$ cat src/rtl/sync_bin_counter.sv
module sync_bin_counter_stage (
  input  logic       clk,
  input  logic       clr_n,
  input  logic       load_n,
  input  logic       en_p,
  input  logic       en_t,
  input  logic [3:0] d,
  output logic [3:0] q,
  output logic       rco
);
  logic step;
  assign step = en_p & en_t;
  assign rco  = en_t & (&q);

  always_ff @(posedge clk) begin
    if (!clr_n)       q <= 4'd0;
    else if (!load_n) q <= d;
    else if (step)    q <= q + 4'd1;
  end

  p_clear_r1: assert property (@(posedge clk) !clr_n |=> q == 4'd0);
  p_load_r2: assert property (@(posedge clk) disable iff (!clr_n)
    !load_n |=> q == $past(d));
  p_count_r3: assert property (@(posedge clk) disable iff (!clr_n)
    (load_n && en_p && en_t) |=> q == $past(q) + 4'd1);
  p_hold_r4: assert property (@(posedge clk) disable iff (!clr_n)
    (load_n && !(en_p && en_t)) |=> $stable(q));
  p_carry_gate_r5: assert property (@(posedge clk) disable iff (!clr_n)
    rco |-> en_t);
endmodule

module sync_bin_counter #(
  parameter int STAGES = 2,
  localparam int W = 4 * STAGES
) (
  input  logic         clk,
  input  logic         clr_n,
  input  logic         load_n,
  input  logic         cnt_en_p,
  input  logic         cnt_en_t,
  input  logic [W-1:0] din,
  output logic [W-1:0] q,
  output logic         carry
);
  logic [STAGES:0] t_chain;
  assign t_chain[0] = cnt_en_t;
  assign carry = t_chain[STAGES];

  for (genvar k = 0; k < STAGES; k++) begin : g_stage
    sync_bin_counter_stage u_stage (
      .clk    (clk),
      .clr_n  (clr_n),
      .load_n (load_n),
      .en_p   (cnt_en_p),
      .en_t   (t_chain[k]),
      .d      (din[4*k +: 4]),
      .q      (q[4*k +: 4]),
      .rco    (t_chain[k+1])
    );
  end

  p_cascade_r7: assert property (@(posedge clk) disable iff (!clr_n)
    (load_n && cnt_en_p && cnt_en_t) |=> q == $past(q) + W'(1));
  p_carry_full_r5: assert property (@(posedge clk) disable iff (!clr_n)
    carry |-> (&q && cnt_en_t));
  p_wrap_r6: assert property (@(posedge clk) disable iff (!clr_n)
    (load_n && cnt_en_p && cnt_en_t && (&q)) |=> q == '0);
endmodule

$ cat config.mk
export PLATFORM = sky130hd
export DESIGN_NAME = sync_bin_counter
export DESIGN_NICKNAME = d
export VERILOG_FILES = /design/src/rtl/sync_bin_counter.sv
export SDC_FILE = /design/constraint.sdc
export NUM_CORES = 1
export LEC_CHECK = 0
export ABC_AREA = 1
export BUFFER_PORTS_ARGS = -buffer_cell sky130_fd_sc_hd__buf_2
export CORE_MARGIN = 10
export CORE_UTILIZATION = 29
export DETAILED_ROUTE_END_ITERATION = 10
export GPL_ROUTABILITY_DRIVEN = 0
export GPL_TIMING_DRIVEN = 1
export PLACE_DENSITY = 0.63
export SLEW_MARGIN = 10
export SYNTH_ARGS = -nofsm -noshare
export SYNTH_HDL_FRONTEND = slang
export SYNTH_SLANG_ARGS = --single-unit
$ cat constraint.sdc
create_clock -name clk -period 1.4 [get_ports clk]
set_input_delay 0.28 -clock clk [delete_from_list [all_inputs] [get_ports clk]]
set_output_delay 0.28 -clock clk [all_outputs]
set_load 0.01 [all_outputs]
==> reports/metrics.yaml <==
outcome: "finished, violations left"
failed_checks: "setup timing"
worst_ep_arrival_time_ps: 1130
top_regs: "g_stage.u_stage.q x8"
skew_ps: 0.151
largest_reg_flops: 8
cts_buffer_depth: 2
finalCriticalPeriod_ps: 1410
hpwl_um: 1070
io_buffers: 21
setup_viol: 1
wire_per_inst_um: 11.7
syn2layout_area_growth_pct: 40.2
fin_nets: 117
ys_seq_area_share_pct: 31.4
rsz0062_at_grt: "yes"
cp_slowest_cell: "dfxtp_2"
rr_worst_depth: 9
hold_buffers: 0
whs_path_depth: 3
cp.depth: 6
cp.required_ps: 1120
dr.first_iter.drc_count: 9
cellPowerDensity_nw_per_um2: 813
top_register: "g_stage.u_stage.q"
path_clk_slew_ps: 60
grt_max_degree: 13
critPathMaxStageDelay_ps: 350
min_path_type: "input pin to flop"
ctsHtreeMaxLevel: 1
fmax_mhz: 710
drive_above_1_share_pct: 43.0
critical_path.cell_chain: "ha_4 > nand2_4 > nor2_4 > inv_1 > nor2_1 > buf_2"
antenna_found_initial: 0
initial_core_util_pct: 30.2
die_area_um2: 3840
async_flop_share_pct: 0
track_usage_pct: 8.26
die_h_um: 62.0
cts_root_buf: "clkbuf_4"
avgSynthCellArea_um2: 6.99
max_slew_margin_pct: 83.0
syn_nets: 88
die_w_um: 62.0
place_ws_ps: 99.2
cts_buffers: 3
ys_types: 22
drc: 0
critical_path_buf_inv_count: 2
yosysWarnings: 0
p_leak_nw: 0.347
ys.flop_type: "dfxtp_1"
insertedDiodeCount: 0
synth_edf_count: 0
placementRows: 15
layout_commonest_cell: "buf_2"
synth_cells: 73
synth_area_um2: 510
final_max_slew_viol_count: 0
power.total_mw: 0.582
fill_cells: 182
layout_common_cells: "buf_2 (21), nand2_1 (15), nor2_1 (10)"
ant_nets: 0
critPathMaxFanout: 2
final_hold_viol_count: 0
cts.sinks: 8
final_min_period_over_clock_period_pct: 101
vias_per_cell: 4.89
vias: 572
gr-total-overflow: 0
num_io_pins: 22
grt_pass1_vias: 551
worstSetupEndpointType: "output port"
core_area_um2: 1690
wl_um: 1370
path_class: "flop to output port"
ys_ff_latch: 8
crit_path_start_kind: "flop"
worstMarginPinSlew_ps: 255
ir_worst_vdd_v: 0.000435
clkLatencyLatePin_ps: 250
cts_tree: "yes"
grt_pass1_wl_um: 2340
path_delay_family: "flip-flops"
drtPass1Iterations: 4
timing.final.ws_setup_ps: -9.10
max_cap_viol_count: 0
-- power by group --
part | total (mW) | internal, mW | switching [mW] | leakage, nW
Clock | 0.180 | 0.0984 | 0.0820 | 0.0138
Sequential | 0.269 | 0.246 | 0.0222 | 0.0678
Combinational | 0.133 | 0.0626 | 0.0705 | 0.266
-- kinds of logic (layout without fill, tap and decap cells) --
| family | Yosys count | in the layout | synth area share (%) |
|---|---|---|---|
| flops | 8 | 8 | 31.4 |
| compound gates | 13 | 13 | 14.7 |
| xor+xnor | 2 | 2 | 3.43 |
| buf+inv | 10 | 37 | 8.82 |
| fa+ha+maj | 2 | 2 | 4.90 |
| simple gates | 38 | 38 | 36.8 |
-- worst min-delay path, delay by kind of cell --
| kind | cells | cell delay (ps) |
|---|---|---|
| AO/OA/AOI/OAI | 1 | 80 |
| AND/OR/NAND/NOR | 1 | 60 |
| buffers and inverters | 1 | 100 |
-- final cells by class --
type,count,area [µm²],share of cell area (%)
Multi-Input combinational cell,55,335,46.9
Inverter,9,33.8,4.72
Tap cell,17,21.3,2.97
Clock buffer,3,22.5,3.15
Timing Repair Buffer,25,135,18.9
Sequential cell,8,168,23.4
-- synth_stat cells, types with 2 or more instances --
cell	n	area share, %
nand2_1	15	11
o21ai_0	7	6.9
dfxtp_1	8	31
nand3_1	4	3.9
nor2_1	10	7.4
a211oi_1	2	2.9
nand2_2	3	3.7
inv_1	9	6.6
ha_1	2	4.9
-- layer usage --
| layer | vias to the layer above | wire length [µm] | track usage, % |
|---|---|---|---|
| li1 | 291 | - | - |
| met1 | 266 | 576 | 8.31 |
| met2 | 13 | 641 | 13.2 |
| met3 | 2 | 120 | 3.46 |
| met4 | 0 | 27 | 6.69 |
| met5 | - | 0 | 0 |
-- worst paths after layout --
kind / startpoint / slack (ps) / endpoint
hold / removal: din[1] / 300 / g_stage[0].u_stage.q[1]$_SDFFE_PN0P_
setup reg to reg: g_stage[0].u_stage.q[1]$_SDFFE_PN0P_ / 180 / g_stage[1].u_stage.q[3]$_SDFFE_PN0P_
setup / recovery: g_stage[0].u_stage.q[0]$_SDFFE_PN0P_ / -9 / carry
hold reg to reg: g_stage[1].u_stage.q[3]$_SDFFE_PN0P_ / 540 / g_stage[1].u_stage.q[3]$_SDFFE_PN0P_
-- timing repair --
action,4_1_cts,5_1_grt
pin swaps,2,1
resized for setup,10,0
setup endpoints to repair,1,1
setup buffers,4,0
-- per-stage QoR --
| step | area, µm² | utilization, % | hold WS (ps) | TNS (ps) | cells |
|---|---|---|---|---|---|
| final | 716 | 42.4 | 296 | -9.10 | 117 |
| after global routing | 716 | 42.4 | 298 | -80.3 | 117 |
| after CTS | 716 | 42.4 | 291 | -17.9 | 117 |
| after detailed placement | 626 | 37.0 | 519 | 0 | 110 |
| after global placement | 626 | 37.0 | 501 | 0 | 110 |
| after floorplan | 510 | - | 416 | 0 | 73 |
Power figures use the tool's default switching activity.
